**src/rtl/hall_pkg.sv**
```systemverilog
package hall_pkg;

  localparam int unsigned HALL_W = 3;

  typedef logic [HALL_W-1:0] hall_code_t;

  // Strobes from decode control to the position/flag datapath.
  typedef struct packed {
    logic countEn;
    logic countUp;
    logic errSet;
  } hall_strobe_t;

  function automatic logic isLegal(input hall_code_t code);
    return (code != 3'b000) && (code != 3'b111);
  endfunction

  // Forward neighbour in the commutation cycle.
  function automatic hall_code_t fwdNext(input hall_code_t code);
    case (code)
      3'b100:  return 3'b101;
      3'b101:  return 3'b001;
      3'b001:  return 3'b011;
      3'b011:  return 3'b010;
      3'b010:  return 3'b110;
      3'b110:  return 3'b100;
      default: return 3'b000;
    endcase
  endfunction

  // Backward neighbour in the commutation cycle.
  function automatic hall_code_t bwdNext(input hall_code_t code);
    case (code)
      3'b100:  return 3'b110;
      3'b110:  return 3'b010;
      3'b010:  return 3'b011;
      3'b011:  return 3'b001;
      3'b001:  return 3'b101;
      3'b101:  return 3'b100;
      default: return 3'b000;
    endcase
  endfunction

endpackage

```
**src/rtl/hall_sync.sv**
```systemverilog
module hall_sync #(
  parameter int unsigned WIDTH  = 3,
  parameter int unsigned STAGES = 2
) (
  input  logic             clk,
  input  logic             rst,
  input  logic [WIDTH-1:0] din,
  output logic [WIDTH-1:0] dout,
  output logic             primed
);

  logic [WIDTH-1:0] stageQ [STAGES];
  logic [STAGES-1:0] fillQ;

  for (genvar g = 0; g < STAGES; g++) begin : g_stage
    if (g == 0) begin : g_first
      always_ff @(posedge clk) begin
        stageQ[g] <= din;
        if (rst) fillQ[g] <= 1'b0;
        else     fillQ[g] <= 1'b1;
      end
    end else begin : g_next
      always_ff @(posedge clk) begin
        stageQ[g] <= stageQ[g-1];
        if (rst) fillQ[g] <= 1'b0;
        else     fillQ[g] <= fillQ[g-1];
      end
    end
  end

  assign dout   = stageQ[STAGES-1];
  assign primed = fillQ[STAGES-1];

endmodule

```
**src/rtl/hall_ctrl.sv**
```systemverilog
module hall_ctrl
  import hall_pkg::*;
(
  input  logic         clk,
  input  logic         rst,
  input  hall_code_t   curCode,
  input  logic         decodeOn,
  output hall_strobe_t strobe,
  output hall_code_t   prevState,
  output logic         countPulse,
  output logic         countDir
);

  logic curLegal;
  logic prevValid;

  assign curLegal = isLegal(curCode);

  always_comb begin
    strobe = '0;
    if (decodeOn) begin
      if (!curLegal) begin
        strobe.errSet = 1'b1;
      end else if (prevValid && (curCode != prevState)) begin
        if (curCode == fwdNext(prevState)) begin
          strobe.countEn = 1'b1;
          strobe.countUp = 1'b1;
        end else if (curCode == bwdNext(prevState)) begin
          strobe.countEn = 1'b1;
          strobe.countUp = 1'b0;
        end
      end
    end
  end

  always_ff @(posedge clk) begin
    if (rst) begin
      prevState  <= '0;
      prevValid  <= 1'b0;
      countPulse <= 1'b0;
      countDir   <= 1'b0;
    end else begin
      countPulse <= strobe.countEn;
      if (strobe.countEn) countDir <= strobe.countUp;
      if (!decodeOn) begin
        prevValid <= 1'b0;
      end else if (curLegal) begin
        prevState <= curCode;
        prevValid <= 1'b1;
      end
    end
  end

endmodule

```
**src/rtl/hall_datapath.sv**
```systemverilog
module hall_datapath
  import hall_pkg::*;
#(
  parameter int unsigned POS_W = 32
) (
  input  logic                    clk,
  input  logic                    rst,
  input  hall_strobe_t            strobe,
  input  logic                    errClr,
  input  logic                    errIrqEn,
  input  logic                    posLoad,
  input  logic signed [POS_W-1:0] posLoadVal,
  output logic signed [POS_W-1:0] position,
  output logic                    errFlag,
  output logic                    errIrq
);

  localparam logic signed [POS_W-1:0] ONE = POS_W'(1);

  always_ff @(posedge clk) begin
    if (rst) begin
      position <= '0;
    end else if (posLoad) begin
      position <= posLoadVal;
    end else if (strobe.countEn) begin
      position <= strobe.countUp ? position + ONE : position - ONE;
    end
  end

  always_ff @(posedge clk) begin
    if (rst)                errFlag <= 1'b0;
    else if (strobe.errSet) errFlag <= 1'b1;
    else if (errClr)        errFlag <= 1'b0;
  end

  assign errIrq = errFlag & errIrqEn;

endmodule

```
**src/rtl/hall_decoder.sv**
```systemverilog
module hall_decoder
  import hall_pkg::*;
#(
  parameter int unsigned POS_W       = 32,
  parameter int unsigned SYNC_STAGES = 2
) (
  input  logic                    clk,
  input  logic                    rst,
  input  logic [2:0]              hallIn,
  input  logic                    hallModeEn,
  input  logic [1:0]              countMode,
  input  logic                    errIrqEn,
  input  logic                    errClr,
  input  logic                    posLoad,
  input  logic signed [POS_W-1:0] posLoadVal,
  output logic                    countPulse,
  output logic                    countDir,
  output logic [2:0]              hallState,
  output logic                    errFlag,
  output logic                    errIrq,
  output logic signed [POS_W-1:0] position
);

  localparam logic [1:0] HALL_MODE_SEL = 2'b00;

  hall_code_t   syncCode;
  logic         syncPrimed;
  logic         decodeOn;
  hall_strobe_t strobe;

  hall_sync #(.WIDTH(HALL_W), .STAGES(SYNC_STAGES)) u_sync (
    .clk    (clk),
    .rst    (rst),
    .din    (hallIn),
    .dout   (syncCode),
    .primed (syncPrimed)
  );

  assign decodeOn = syncPrimed && hallModeEn && (countMode == HALL_MODE_SEL);

  hall_ctrl u_ctrl (
    .clk        (clk),
    .rst        (rst),
    .curCode    (syncCode),
    .decodeOn   (decodeOn),
    .strobe     (strobe),
    .prevState  (hallState),
    .countPulse (countPulse),
    .countDir   (countDir)
  );

  hall_datapath #(.POS_W(POS_W)) u_dp (
    .clk        (clk),
    .rst        (rst),
    .strobe     (strobe),
    .errClr     (errClr),
    .errIrqEn   (errIrqEn),
    .posLoad    (posLoad),
    .posLoadVal (posLoadVal),
    .position   (position),
    .errFlag    (errFlag),
    .errIrq     (errIrq)
  );

endmodule

```
**config.mk**
```make
export PLATFORM = sky130hd
export DESIGN_NAME = hall_decoder
export DESIGN_NICKNAME = d
export VERILOG_FILES = /design/src/rtl/hall_pkg.sv /design/src/rtl/hall_sync.sv /design/src/rtl/hall_ctrl.sv /design/src/rtl/hall_datapath.sv /design/src/rtl/hall_decoder.sv
export SDC_FILE = /design/constraint.sdc
export NUM_CORES = 1
export LEC_CHECK = 0
export BUFFER_PORTS_ARGS = -buffer_cell sky130_fd_sc_hd__buf_2
export CORE_MARGIN = 1
export CORE_UTILIZATION = 60
export DETAILED_ROUTE_END_ITERATION = 10
export GPL_ROUTABILITY_DRIVEN = 0
export PLACE_DENSITY = 0.95
export SYNTH_ARGS = -nofsm -noshare
export SYNTH_HDL_FRONTEND = slang
export SYNTH_HIERARCHICAL = 1
export SYNTH_SLANG_ARGS = --single-unit
```
**constraint.sdc**
```tcl
create_clock -name clk -period 9.5 [get_ports clk]
set_clock_uncertainty 0.05 [all_clocks]
set_input_delay 1.9 -clock clk [delete_from_list [all_inputs] [get_ports clk]]
set_output_delay 1.9 -clock clk [all_outputs]
set_load 0.02 [all_outputs]
```
# Yosys cells after proc, flatten, opt, wreduce, memory -nomap -nowiden
# Memory sizes are Yosys's and may differ from the RTL's.
# Index checks and enable logic that the tools add are counted.
# word_totals
output_inout_bits	39
ramBits	6
n_memories	1
ff_bits	41
in_bits	43
elab_cells	54
# op_classes
n_addsub	2
bitwise	2
reduce_logical	10
eq_ne	10
n_mux	21
# memory_table
memory	words	word_bits	read_ports	rd_ports_with_merged_regs	write_ports	line_no	text
u_sync.stageQ	2	3	2	0	2	hall_sync.sv:12	logic [WIDTH-1:0] stageQ [STAGES];
# op_table
cell	n
32-bit 2-to-1 mux	3
3-bit case mux with 6 select lines	2
32-bit by 2-bit adder with 32-bit output, second input constant	1
32-bit by 2-bit subtractor with 32-bit output, second input constant	1
3-bit 2-to-1 mux	8
3-bit equality test, second input constant	3
2-bit 2-to-1 mux	4
3-bit by 2-bit equality test with 1-bit output, second input constant	2
3-bit equality test	2
1-bit logical AND	4
1-bit 2-to-1 mux	4
2-bit nonzero test	2
3-bit by 1-bit equality test with 1-bit output, second input constant	1
3-bit != test	1
3-bit != test, second input constant	1
3-bit nonzero test	1
2-bit logical NOT	1
2-bit AND reduction	1
2-bit OR reduction	1
1-bit bitwise AND	1
1-bit NOT	1

# Logic depth before layout (Yosys ltp)
# depth
word_depth	19
ltp_mapped	18
depth_no_buf	15

# By module
# The synthesis kept the hierarchy.
# by_module_without_submodules
mod	instances	area_each_um2	cells_per_inst
hall_datapath	1	3095.5	408
hall_ctrl	1	616.8	83
hall_sync	1	192.7	13
hall_decoder	1	12.5	1

# Worst setup path before layout
# OpenSTA, ideal clock, no wires.
# synth_path
kind	input port to flip-flop
startpoint	input countMode[0]
endpoint	register u_dp.position[15]
t_required_ps	9355
arrival_time_ps	5263
slack_ps	4092
stages	14
path_buffers	1
cell_sequence	and4bb_2 > clkbuf_1 > nand4_1 > nor2_1 > inv_1 > ha_1 > a21oi_1 > a31oi_2 > a41o_1 > o31a_2 > a21boi_1 > xnor2_1 > nand2_1 > a221oi_1
# synth_rtl
element	line_no	text
start: declaration	hall_decoder.sv:11	input logic [1:0] countMode,
end signal: assignment	hall_datapath.sv:24	position <= posLoadVal;
end signal: assignment	hall_datapath.sv:26	position <= strobe.countUp ? position + ONE : position - ONE;
end: declaration	hall_datapath.sv:13	output logic signed [POS_W-1:0] position,

==> metrics.md <==
| Metric | Value |
|---|---|
| Run status | `finished clean` |
| Vias in the first global route | `3747` |
| Worst slew pin tran | `1.06 ns` |
| Summed negative setup slack over all endpoints | `0 ns` |
| Power Density | `136 nW/µm²` |
| Total of warnings raised by yosys | `6` |
| Wire per inst | `16.7 µm` |
| Core Region | `6310 µm²` |
| Clock tree from TritonCTS | `done` |
| Pin count of the biggest net entering global routing | `66` |
| Number of hold-slack violations in the final timing report | `0` |
| Fmax achieved | `170 MHz` |
| Antenna-violating nets left | `0` |
| Post-route minimum period | `5.88 ns` |
| 1st-pass router iterations | `5` |
| Data required time of the critical path | `9.62 ns` |
| Type of the most critical hold path | `reg -> reg` |
| Share of the clock period used by the worst path after layout | `61.9%` |
| Leakage component of the power | `1.97 nW` |
| Number of cells in the design after placement | `632` |
| Setup repair after global routing missed its margin | `no` |
| Count of flip-flops with a built-in enable after synthesis | `0` |
| Post-layout nets | `636` |
| Clock latency on the worst-skew pair | `0.31 ns` |
| Largest vdd supply drop | `0.0939 mV` |
| Cell taking the most area after synthesis | `sky130_fd_sc_hd__dfxtp_1` |
| Die Width | `82.8 µm` |
| Instance count of the mapped netlist | `505` |
| Maximum fanout count along the critical path | `30` |
| Final routed DRC violation total | `0` |
| Aggregate global-route resource usage | `29.7%` |
| Total congestion overflow after global routing | `0` |
| Share of post-route cells with drive strength above 1 | `20.1%` |
| Global-route wire length before repair | `17100 µm` |
| Antenna diodes | `0` |
| Count of clock tree sinks | `47` |
| Most used flip-flop cell after synthesis | `sky130_fd_sc_hd__dfxtp_1` |
| CTS max path bufs | `2` |
| Height of the chip | `82.8 µm` |
| Arrival time worst endpoint | `6.00 ns` |
| Worst hold stages | `0` |
| Number of vias after detailed routing | `4204` |
| Post-DP HPWL | `7320 µm` |
| Initial DRC count | `377` |
| Portion of the post-synthesis area used by sequential elements | `24.0%` |
| Worst Path Class, Setup | `in -> reg` |
| Max-cap viol count | `0` |
| Non-filler cells, final | `640` |
| Kind of start point of the critical path | `input port` |
| Number of hold buffers added after cts | `0` |
| Post-CTS repair timing setup buffer count | `0` |
| Clock transition at the registers of the reported paths | `0.10 ns` |
| Largest cells by area after synthesis | `sky130_fd_sc_hd__dfxtp_1, sky130_fd_sc_hd__ha_1, sky130_fd_sc_hd__a21oi_1, sky130_fd_sc_hd__xnor2_1, sky130_fd_sc_hd__nand2_1` |
| Number of unique standard cell types used by synthesis | `65` |
| Antenna violations before repair | `0` |
| Most frequent cells in the layout | `sky130_fd_sc_hd__buf_2, sky130_fd_sc_hd__a21oi_1, sky130_fd_sc_hd__dfxtp_1, sky130_fd_sc_hd__nand2_1, sky130_fd_sc_hd__nor2_1` |
| Final setup violation count | `0` |
| Type of element capturing the critical path | `register` |
| Utilization after layout | `70.1%` |
| Number of register bits inferred by synthesis | `47` |
| Via/cell ratio | `6.57` |
| Relative slew margins | `29.0%` |
| Number of H-tree levels | `2` |
| Floorplan row count | `29` |
| Per-instance average area after synthesis | `7.76 µm²` |
| Most common library cell in the layout ignoring fill and taps | `sky130_fd_sc_hd__buf_2` |
| Synthesized netlist net count | `579` |
| Worst-case reg-to-reg path depth | `14` |
| Port buffer count | `81` |
| Post-synthesis to final-layout area growth | `12.9%` |
| Max Slew Vio Count | `0` |
| Fraction of registers with async set or reset after synthesis | `0%` |
| Root buffer cell | `sky130_fd_sc_hd__clkbuf_8` |
| Final routed wirelength across all metal layers | `10700 µm` |
| Post-Synthesis Cell Area | `3920 µm²` |
| Initial Util | `62.0%` |
| Top-Level Pins | `82` |
| Number of CTS-inserted buffers | `5` |
| Area fraction of the dominant cell type after synthesis | `24.0%` |
| Number of instances resized during post-cts repair | `0` |
| Floorplan die area | `6860 µm²` |
==> kinds of logic after synthesis <==
| logic type | synth area share, % |
|---|---|
| buf+inv | 6.29 |
| mux | 1.82 |
| fa+ha+maj | 10.1 |
| flops | 24.0 |
| xor+xnor | 7.83 |
| simple gates | 21.1 |
| compound gates | 28.8 |
==> registers in the layout, indices dropped and copies added, names as in the netlist <==
register and cells:
u_dp/position 32, u_sync/stageQ 6, u_ctrl/prevState 3, u_ctrl/countDir 1, u_ctrl/countPulse 1, u_ctrl/prevValid 1
u_dp/errFlag 1, u_sync/fillQ 1, u_sync/primed 1
==> report_power, final <==
group          leakage, nW  internal [mW]  total (mW)  switching, mW
Sequential           0.388          0.207       0.219         0.0122
Combinational         1.52         0.0831       0.200          0.117
Clock               0.0644          0.105       0.181         0.0759
Total                 1.97          0.395       0.601          0.205
==> through the flow <==
step           total power, mW  instance area, µm²  hold slack, ns  worst slack [ns]
4_1_cts                  0.596                4420           0.287              3.76
3_5_place_dp             0.414                4290           0.264              3.53
5_1_grt                  0.629                4420           0.297              3.40
6_report                 0.601                4420           0.287              3.62
2_1_floorplan            0.369                3920           0.260              4.09
3_3_place_gp             0.407                4290           0.261              3.80
==> path summary, 6_finish.rpt <==
path / start / to / slack (ns)
worst max-delay path: countMode[0] / u_dp/position[27] / 3.62
worst min-delay path: u_sync/stageQ[0][1] / u_sync/stageQ[0][4] / 0.29
worst max register to register: u_sync/stageQ[0][5] / u_dp/position[27] / 4.47
worst min register to register: u_sync/stageQ[0][1] / u_sync/stageQ[0][4] / 0.29
==> cell usage after synthesis (all sizes together), types with 6 or more instances <==
cell type,instances
nand2b,8
nor3b,10
dfxtp,47
xor2,15
buf,14
nor2,42
nand4,7
nor2b,9
a31oi,6
mux2i,6
ha,30
nor3,10
inv,28
nand2,42
o21bai,6
a21oi,64
a221oi,15
xnor2,20
clkbuf,18
o21ai,29
o22ai,11
nand3,9
==> area by class of cell <==
type | count | area [µm²]
Multi-Input combinational cell | 398 | 2730
Clock inverter | 3 | 67.6
Tap cell | 77 | 96.3
Fill cell | 481 | 1890
Clock buffer | 5 | 68.8
Timing Repair Buffer | 82 | 413
Sequential cell | 47 | 941
Inverter | 28 | 105
==> per-layer routing <==
metal	wire length (µm)	share of wire, %	vias up	global-route usage (%)
li1	-	-	1942	-
met1	4410	41	1933	38.1
met2	4890	46	264	48.3
met3	919	8.6	65	4.47
met4	492	4.6	0	15.2
met5	0	0	-	0
==> critical path: stages <==
cell	delay, ns
sky130_fd_sc_hd__buf_2	0.09
sky130_fd_sc_hd__and4bb_2	0.41
sky130_fd_sc_hd__nand4_1	0.26
sky130_fd_sc_hd__nor2_1	0.29
sky130_fd_sc_hd__inv_1	0.54
sky130_fd_sc_hd__ha_1	0.60
sky130_fd_sc_hd__a21oi_1	0.27
sky130_fd_sc_hd__a31oi_2	0.17
sky130_fd_sc_hd__a41o_1	0.33
sky130_fd_sc_hd__o311a_4	0.33
sky130_fd_sc_hd__nor3_4	0.22
sky130_fd_sc_hd__o21ai_0	0.21
sky130_fd_sc_hd__xnor2_1	0.25
sky130_fd_sc_hd__o22ai_1	0.13
Power figures use the tool's default switching activity.
